$ cat config.mk
export PLATFORM = sky130hd
export DESIGN_NAME = pkt_framer
export DESIGN_NICKNAME = d
export VERILOG_FILES = /design/src/rtl/pf_pkg.sv /design/src/rtl/pf_field_order.sv /design/src/rtl/pf_assemble.sv /design/src/rtl/pf_shifter.sv /design/src/rtl/pkt_framer.sv
export SDC_FILE = /design/constraint.sdc
export NUM_CORES = 1
export LEC_CHECK = 0
export ABC_CLOCK_PERIOD_IN_PS = 1350
export CAP_MARGIN = 20
export CORE_MARGIN = 5
export CORE_UTILIZATION = 58
export DETAILED_ROUTE_END_ITERATION = 8
export DONT_BUFFER_PORTS = 1
export PLACE_DENSITY = 0.74
export SLEW_MARGIN = 0
export SYNTH_ARGS = -nofsm -noshare
export SYNTH_HDL_FRONTEND = slang
export SYNTH_SLANG_ARGS = --single-unit
$ cat constraint.sdc
create_clock -name clk -period 1.35 [get_ports clk]
set_input_delay 0.2025 -clock clk [delete_from_list [all_inputs] [get_ports clk]]
set_output_delay 0.2025 -clock clk [all_outputs]
set_load 0.01 [all_outputs]
$ cat src/rtl/pf_pkg.sv
package pf_pkg;
    localparam int HDR_W_DEF = 8;
    localparam int SMP_W_DEF = 12;
    localparam int N_SMP_DEF = 4;
    localparam int ECC_W_DEF = 8;

    typedef enum logic {
        ORDER_MSB = 1'b0,
        ORDER_LSB = 1'b1
    } bit_order_e;
endpackage

$ cat src/rtl/pf_field_order.sv
module pf_field_order #(
    parameter int W = 8
) (
    input  logic [W-1:0] fld_in,
    input  logic         lsb_sel,
    output logic [W-1:0] fld_out
);
    logic [W-1:0] rev;

    // Mirror the field so that its LSB lands in the first-sent (top) slot.
    for (genvar k = 0; k < W; k++) begin : g_rev
        assign rev[k] = fld_in[W-1-k];
    end

    assign fld_out = lsb_sel ? rev : fld_in;
endmodule

$ cat src/rtl/pf_assemble.sv
module pf_assemble #(
    parameter int HDR_W = pf_pkg::HDR_W_DEF,
    parameter int SMP_W = pf_pkg::SMP_W_DEF,
    parameter int N_SMP = pf_pkg::N_SMP_DEF,
    parameter int ECC_W = pf_pkg::ECC_W_DEF,
    localparam int DAT_W = SMP_W * N_SMP,
    localparam int PKT_W = HDR_W + DAT_W + ECC_W
) (
    input  logic [HDR_W-1:0] hdr,
    input  logic [DAT_W-1:0] smp,
    input  logic [ECC_W-1:0] ecc,
    input  pf_pkg::bit_order_e order,
    output logic [PKT_W-1:0] pkt
);
    logic sel;
    assign sel = (order == pf_pkg::ORDER_LSB);

    logic [HDR_W-1:0] hdr_o;
    logic [DAT_W-1:0] dat_o;
    logic [ECC_W-1:0] ecc_o;

    pf_field_order #(.W(HDR_W)) u_hdr (.fld_in(hdr), .lsb_sel(sel), .fld_out(hdr_o));
    pf_field_order #(.W(ECC_W)) u_ecc (.fld_in(ecc), .lsb_sel(sel), .fld_out(ecc_o));

    // Sample 0 is sent first, so it takes the highest slot of the data field.
    for (genvar j = 0; j < N_SMP; j++) begin : g_smp
        pf_field_order #(.W(SMP_W)) u_smp (
            .fld_in (smp[j*SMP_W +: SMP_W]),
            .lsb_sel(sel),
            .fld_out(dat_o[(N_SMP-1-j)*SMP_W +: SMP_W])
        );
    end

    // Bit PKT_W-1 goes out first.
    assign pkt = {hdr_o, dat_o, ecc_o};
endmodule

$ cat src/rtl/pf_shifter.sv
module pf_shifter #(
    parameter int PKT_W = 64,
    localparam int CNT_W = $clog2(PKT_W)
) (
    input  logic             clk,
    input  logic             rst_n,
    input  logic             tx_en,
    input  logic             invert,
    input  logic [PKT_W-1:0] pkt,
    output logic             ser_data,
    output logic             ser_valid,
    output logic             ser_sop
);
    localparam logic [CNT_W-1:0] LAST = CNT_W'(PKT_W - 1);

    typedef struct packed {
        logic             busy;
        logic             inv;
        logic [CNT_W-1:0] cnt;
        logic [PKT_W-1:0] sh;
    } sh_state_t;

    sh_state_t st_d, st_q;
    logic      boundary;

    assign boundary = !st_q.busy || (st_q.cnt == LAST);

    always_comb begin
        st_d = st_q;
        if (boundary && tx_en) begin
            st_d.busy = 1'b1;
            st_d.inv  = invert;
            st_d.cnt  = '0;
            st_d.sh   = pkt;
        end else if (st_q.busy) begin
            st_d.sh  = {st_q.sh[PKT_W-2:0], 1'b0};
            st_d.cnt = st_q.cnt + 1'b1;
            if (boundary) begin
                st_d.busy = 1'b0;
                st_d.cnt  = '0;
            end
        end
    end

    always_ff @(posedge clk or negedge rst_n) begin
        if (!rst_n) st_q <= '0;
        else        st_q <= st_d;
    end

    assign ser_valid = st_q.busy;
    assign ser_sop   = st_q.busy && (st_q.cnt == '0);
    assign ser_data  = st_q.busy && (st_q.sh[PKT_W-1] ^ st_q.inv);
endmodule

$ cat src/rtl/pkt_framer.sv
module pkt_framer #(
    parameter int HDR_W = pf_pkg::HDR_W_DEF,
    parameter int SMP_W = pf_pkg::SMP_W_DEF,
    parameter int N_SMP = pf_pkg::N_SMP_DEF,
    parameter int ECC_W = pf_pkg::ECC_W_DEF,
    localparam int DAT_W = SMP_W * N_SMP,
    localparam int PKT_W = HDR_W + DAT_W + ECC_W
) (
    input  logic             clk,
    input  logic             rst_n,
    input  logic             tx_en,
    input  logic             lsb_first,
    input  logic             invert,
    input  logic [HDR_W-1:0] hdr_in,
    input  logic [DAT_W-1:0] smp_in,
    input  logic [ECC_W-1:0] ecc_in,
    output logic             ser_data,
    output logic             ser_valid,
    output logic             ser_sop
);
    logic [PKT_W-1:0]   pkt;
    pf_pkg::bit_order_e order;

    assign order = lsb_first ? pf_pkg::ORDER_LSB : pf_pkg::ORDER_MSB;

    pf_assemble #(
        .HDR_W(HDR_W), .SMP_W(SMP_W), .N_SMP(N_SMP), .ECC_W(ECC_W)
    ) u_asm (
        .hdr(hdr_in), .smp(smp_in), .ecc(ecc_in), .order(order), .pkt(pkt)
    );

    pf_shifter #(.PKT_W(PKT_W)) u_sh (
        .clk(clk), .rst_n(rst_n), .tx_en(tx_en), .invert(invert), .pkt(pkt),
        .ser_data(ser_data), .ser_valid(ser_valid), .ser_sop(ser_sop)
    );
endmodule

* Word level (Yosys, flattened, before mapping)
Index checks and enable logic that the tools add are counted. Widths: inputs -> output; s select.
Storage, ports and cells: flip-flop bits (word level) 72, bits in latches 0, memory bits (writable) 0, memory bits (read-only) 0, memories 0
Cells by class: add/sub/neg operators 1, $mul 0, div/mod/pow operators 0, $lt $le $gt $ge 0, equality and inequality tests 1, shift-type cells 0, mux-type cells 13, bitwise logic cells 1, reductions and logical operators 7
Operator list (count):
- $mux 70 | 2
- $mux 12 | 4
- $mux 8 | 2
- $add 6x1->6 const B | 1
- $eq 6x6->1 const B | 1
- $logic_not 6->1 | 1
- $mux 6 | 1
- $mux 1 | 4
- $logic_and 1x1->1 | 3
- $reduce_bool 2->1 | 1
- $logic_not 1->1 | 1
- $logic_or 1x1->1 | 1
- $xor 1x1->1 | 1

* Logic depth before layout (Yosys ltp)
word-level depth 5, depth in mapped cells 6

* Modules after synthesis
Synthesis repeated with hierarchy kept, for this count alone.
Second synthesis, totals: cells, all modules 406, area total of the unflattened synthesis 4829.6 um^2
Modules (own cells, without submodules):
- pf_shifter | times used 1, cells an instance 336, area an instance 3831.2 um^2, sequential area each 1801.7 um^2
- pf_field_order at u_asm.g_smp[0].u_smp ... | times used 4, cells an instance 13, area an instance 183.9 um^2, sequential area each 0.0 um^2
- pf_field_order at u_asm.u_ecc ... | times used 2, cells an instance 9, area an instance 131.4 um^2, sequential area each 0.0 um^2

* Worst setup path before layout
No wires, ideal clock.
kind flip-flop to output port, from register with a tool-made name, to output ser_sop, data arrival time 1.280 ns, data required time 1.148 ns, slack -0.133 ns, cell stages (with the launch flop) 5, buffers on the path 2, path through dfrtp_1 -> buf_4 -> buf_2 -> nand2_1 -> nor4_1
RTL lines:
- end: declaration | line pkt_framer.sv:19 | output logic ser_sop

* Worst setup path in the final report
from register u_sh.st_q[64] (netlist name), to register u_sh.st_q[37] (netlist name)
Between the ends: cells in the longest elaborated chain, start to end 4
RTL lines:
- start: declaration | line pf_shifter.sv:23 | sh_state_t st_d, st_q;
- start signal: assignment | line pf_shifter.sv:47 | else st_q <= st_d;
- $eq 6x6->1 (*) | line pf_shifter.sv:26 | assign boundary = !st_q.busy || (st_q.cnt == LAST);
- $logic_or 1x1->1 (*) | line pf_shifter.sv:26
- $logic_and 1x1->1 (*) | line pf_shifter.sv:30 | if (boundary && tx_en) begin
- $mux 70 or $reduce_bool 2->1 (tied branches)
Mark *: on every way between the ends. The rest lies on a longest branch, timed or not. A chain may end at the register's enable or synchronous reset.

==> summary.txt <==
Logic synthesis
  • Syn Std Cell Area: 4610 sq um
  • FF+latch count, synth: 72
  • Syn Area/Cell: 9.52 sq um
  • Post-Synthesis Cells: 484
  • Net count after synthesis: 555
  • Count of cell types in the netlist: 33
  • Sequential share of the synthesized area: 39.1%
  • Syn. warnings: 0

STA
  • Fmax: 0.614 GHz
  • Max-slew violations: 0
  • Fin Clk Skew: 0.0147 ns
  • RSZ-0062 raised after global routing: true
  • Worst-Margin Slew: 0.432 ns
  • Fin crit share: 121%
  • Setup total negative slack: -14.26 ns
  • Final worst slack: -0.278 ns
  • Hold WS: -0.458 ns
  • Final setup viols: 69
  • Max-slew headroom: 70.4%
  • Fin crit period: 1.63 ns
  • Final hold vios: 72

Die
  • Core region area: 7730 sq um
  • Die Span X: 99.1 microns
  • DIE AREA: 9830 sq um
  • Row cnt: 32
  • Chip Height: 99.1 microns
  • Initial Util: 59.6%
  • # IOs: 72

Clock network
  • Clock Latency Late Sink: 0.35 ns
  • # clock sinks: 72
  • CTS Hold Bufs: 1
  • CTS Buf Count: 9
  • Clock transition at path regs: 0.09 ns
  • CTS root buf: clkbuf_8
  • Worst-case clock buffer depth: 2
  • CTS tree: built
  • H-tree lvl count: 3

Power and ir drop
  • Share of power burned in registers: 43.7%
  • Clock power share: 25.3%
  • Cell-internal power: 5020 uW
  • Pwr Density: 1270 nW/um^2
  • Leak pwr: 0.00255 uW
  • Sw frac: 31.8%
  • NetSw: 2340 uW
  • Peak VDD IR: 0.000819 V
  • Comb power frac: 30.9%
  • Total power: 7350 uW

Setup path
  • Crit path DAT: 1.87 ns
  • CP peak stage delay: 0.39 ns
  • Reg-to-Reg Start: u_sh.st_q[64]$_DFFE_PN0P_
  • Reg2reg end: u_sh.st_q[37]$_DFFE_PN0P_
  • Critical Path End: u_sh.st_q[37]$_DFFE_PN0P_
  • Critical Path RT: 1.59 ns
  • CP startpoint kind: register
  • CP max stage cell: dfrtp_1
  • Crit-path cells: buf_6 -> ha_4 -> buf_6 -> and3_4 -> buf_12 -> buf_12 -> nand3_2 -> o211a_1
  • Largest delay contributor family on the critical path: buffers and inverters
  • Critical Path Stages: 8
  • R2R cell count: 8
  • CP Max Fanout: 8
  • Worst path bufs/invs: 4
  • Worst setup path class: register to register
  • Worst Setup SP: u_sh.st_q[64]$_DFFE_PN0P_
  • Critical Path Sink Type: register
  • Reg2Reg Setup Slack: -0.28 ns

Flow run
  • Maxcap violations: 0

Drt
  • DRT Wirelength: 13800 microns
  • Final routed DRC violation total: 0
  • Vias per cell: 7.04
  • Initial DRT Pass Iterations: 5
  • Via count: 4241
  • WL/cell: 23.0 microns
  • Initial DRC count: 375
  • Antenna-violating nets left: 0

GRT
  • All-Layer GR Usage: 26.9%
  • Largest net degree at the start of global routing: 73
  • GRT overflow: 0
  • Vias in the first global route: 4410
  • Antenna violations before repair: 0
  • Global-route wire length before repair: 21500 microns

Final layout
  • Final nets: 566
  • Share of layout cells above drive strength 1: 27.4%
  • Antenna Cells: 0
  • Top Registers: u_sh.st_q: 71 flops
  • Fill cells: 491
  • Max FFs per register: 71
  • Biggest register: u_sh.st_q
  • Design area: 5790 sq um
  • Area Growth Syn to Fin: 25.7%

Placement
  • Pre-CTS WS: -0.0119 ns
  • Final HPWL DP: 7040 microns
  • GP Congestion: 0.774
  • Number of port buffers: 0
  • Dpl cell area: 4770 sq um

Run status
  • Failing checks: negative hold slack, negative setup slack
  • Run status: finished with violations

Hold path
  • HP Class: primary input to asynchronous set/reset pin
final cells by class:
cell class	instances	area, sq um	share of cell area (%)
timing repair buffer	50	752	13.0
tap	102	128	2.20
clock inverter	4	51.3	0.886
inverter	3	11.3	0.195
sequential	72	1800	31.1
clock buffer	12	165	2.85
multi-input combinational	359	2880	49.7
per-stage QoR:
| step | std cells | util (%) |
|---|---|---|
| after global placement | 559 | 61.8 |
| after floorplan | 484 | - |
| after detailed placement | 559 | 61.8 |
| after CTS | 597 | 72.1 |
| final | 602 | 74.9 |
| after global routing | 602 | 74.9 |
cells in the mapped netlist:
master      n  area (sq um)
nand2b_1    4          25.0
buf_6       6          67.6
nor4_1      1          6.26
a22o_1      1          8.76
clkbuf_4    1          7.51
buf_2      23           115
nand3_4     1          17.5
xor2_1      1          8.76
o31ai_1     1          7.51
o21a_1      1          7.51
and2_1      1          6.26
o21ai_0     5          25.0
o21ai_4     1          16.3
nand3_1    65           325
ha_1        2          25.0
o211ai_1    3          22.5
and3_1      2          12.5
nor2b_1     2          12.5
clkbuf_1   15          56.3
nor2_1      2          7.51
nor3_1     63           315
or4b_1      1          10.0
mux2i_1    64           641
buf_4       5          37.5
a211o_1     1          8.76
a21oi_1    64           320
o211a_1    63           631
nand2_1     7          26.3
a31o_2      1          8.76
o2bb2ai_1   1          8.76
inv_1       3          11.3
o22ai_1     1          6.26
dfrtp_1    72          1800
worst min path at each step:
stage,slack [ns],endpoint,start,cells after the start
6_report,-0.46,u_sh.st_q[14]$_DFFE_PN0P_,rst_n,0
4_1_cts,-0.47,u_sh.st_q[5]$_DFFE_PN0P_,rst_n,0
5_1_grt,-0.48,u_sh.st_q[10]$_DFFE_PN0P_,rst_n,0
2_1_floorplan,-0.09,asynchronous set/reset pin,rst_n,0
3_5_place_dp,-0.09,u_sh.st_q[49]$_DFFE_PN0P_,rst_n,0
3_3_place_gp,-0.09,u_sh.st_q[49]$_DFFE_PN0P_,rst_n,0
repair_timing:
action / 4_1_cts / 5_1_grt
gates cloned: 9 / 3
pin swaps: 2 / 7
endpoints found under the hold margin: 73 / 72
buffers inserted: 12 / 6
endpoints found under the setup margin: 34 / 73
gates resized for setup: 47 / 46
placed cells by master, fill, tap and decap left out, drive strengths merged, types with 2 or more instances in the layout:
cell and n:
nand2b 4, nor2b 2, inv 3, nand2 7, clkbuf 15, ha 2, o211ai 3, clkinv 2
mux2i 64, dfrtp 72, nor3 63, o21ai 6, a21oi 64, o211a 63, buf 46, and3 2
nor2 2, nand3 66
layer usage:
layer  vias up  global-route usage [%]  wire length (microns)
met5         -                       0                      0
met4         0                    10.2                    352
met3        40                    5.68                   1230
met2       231                    44.5                   6710
met1      2102                    34.9                   5530
li1       1868                       -                      -
kinds of logic (layout without fill, tap and decap cells):
| logic type | Yosys count | count (layout) | share of synthesized area (%) |
|---|---|---|---|
| AOI/OAI and AO/OA | 143 | 143 | 23.2 |
| xor gates and xnor gates | 1 | 1 | 0.190 |
| adders and majority gates | 2 | 2 | 0.543 |
| buffers and inverters | 53 | 69 | 6.41 |
| DFF | 72 | 72 | 39.1 |
| muxes | 64 | 64 | 13.9 |
| and+or+nand+nor | 149 | 149 | 16.6 |
power groups by stage:
stage | registers [uW] | logic (uW) | clock network [uW]
after floorplan | 3120 | 1280 | 0
after global placement | 3180 | 1570 | 0
after detailed placement | 3200 | 1620 | 0
after CTS | 3160 | 1990 | 1870
after global routing | 3270 | 2440 | 1990
final | 3210 | 2270 | 1860
worst register-to-register path, stage by stage (launching register included):
cell	delay [ns]
dfrtp_1	0.39
buf_6	0.12
ha_4	0.15
buf_6	0.10
and3_4	0.22
buf_12	0.16
buf_12	0.16
nand3_2	0.09
o211a_1	0.14
No activity file was read; power rests on OpenSTA's default activity.
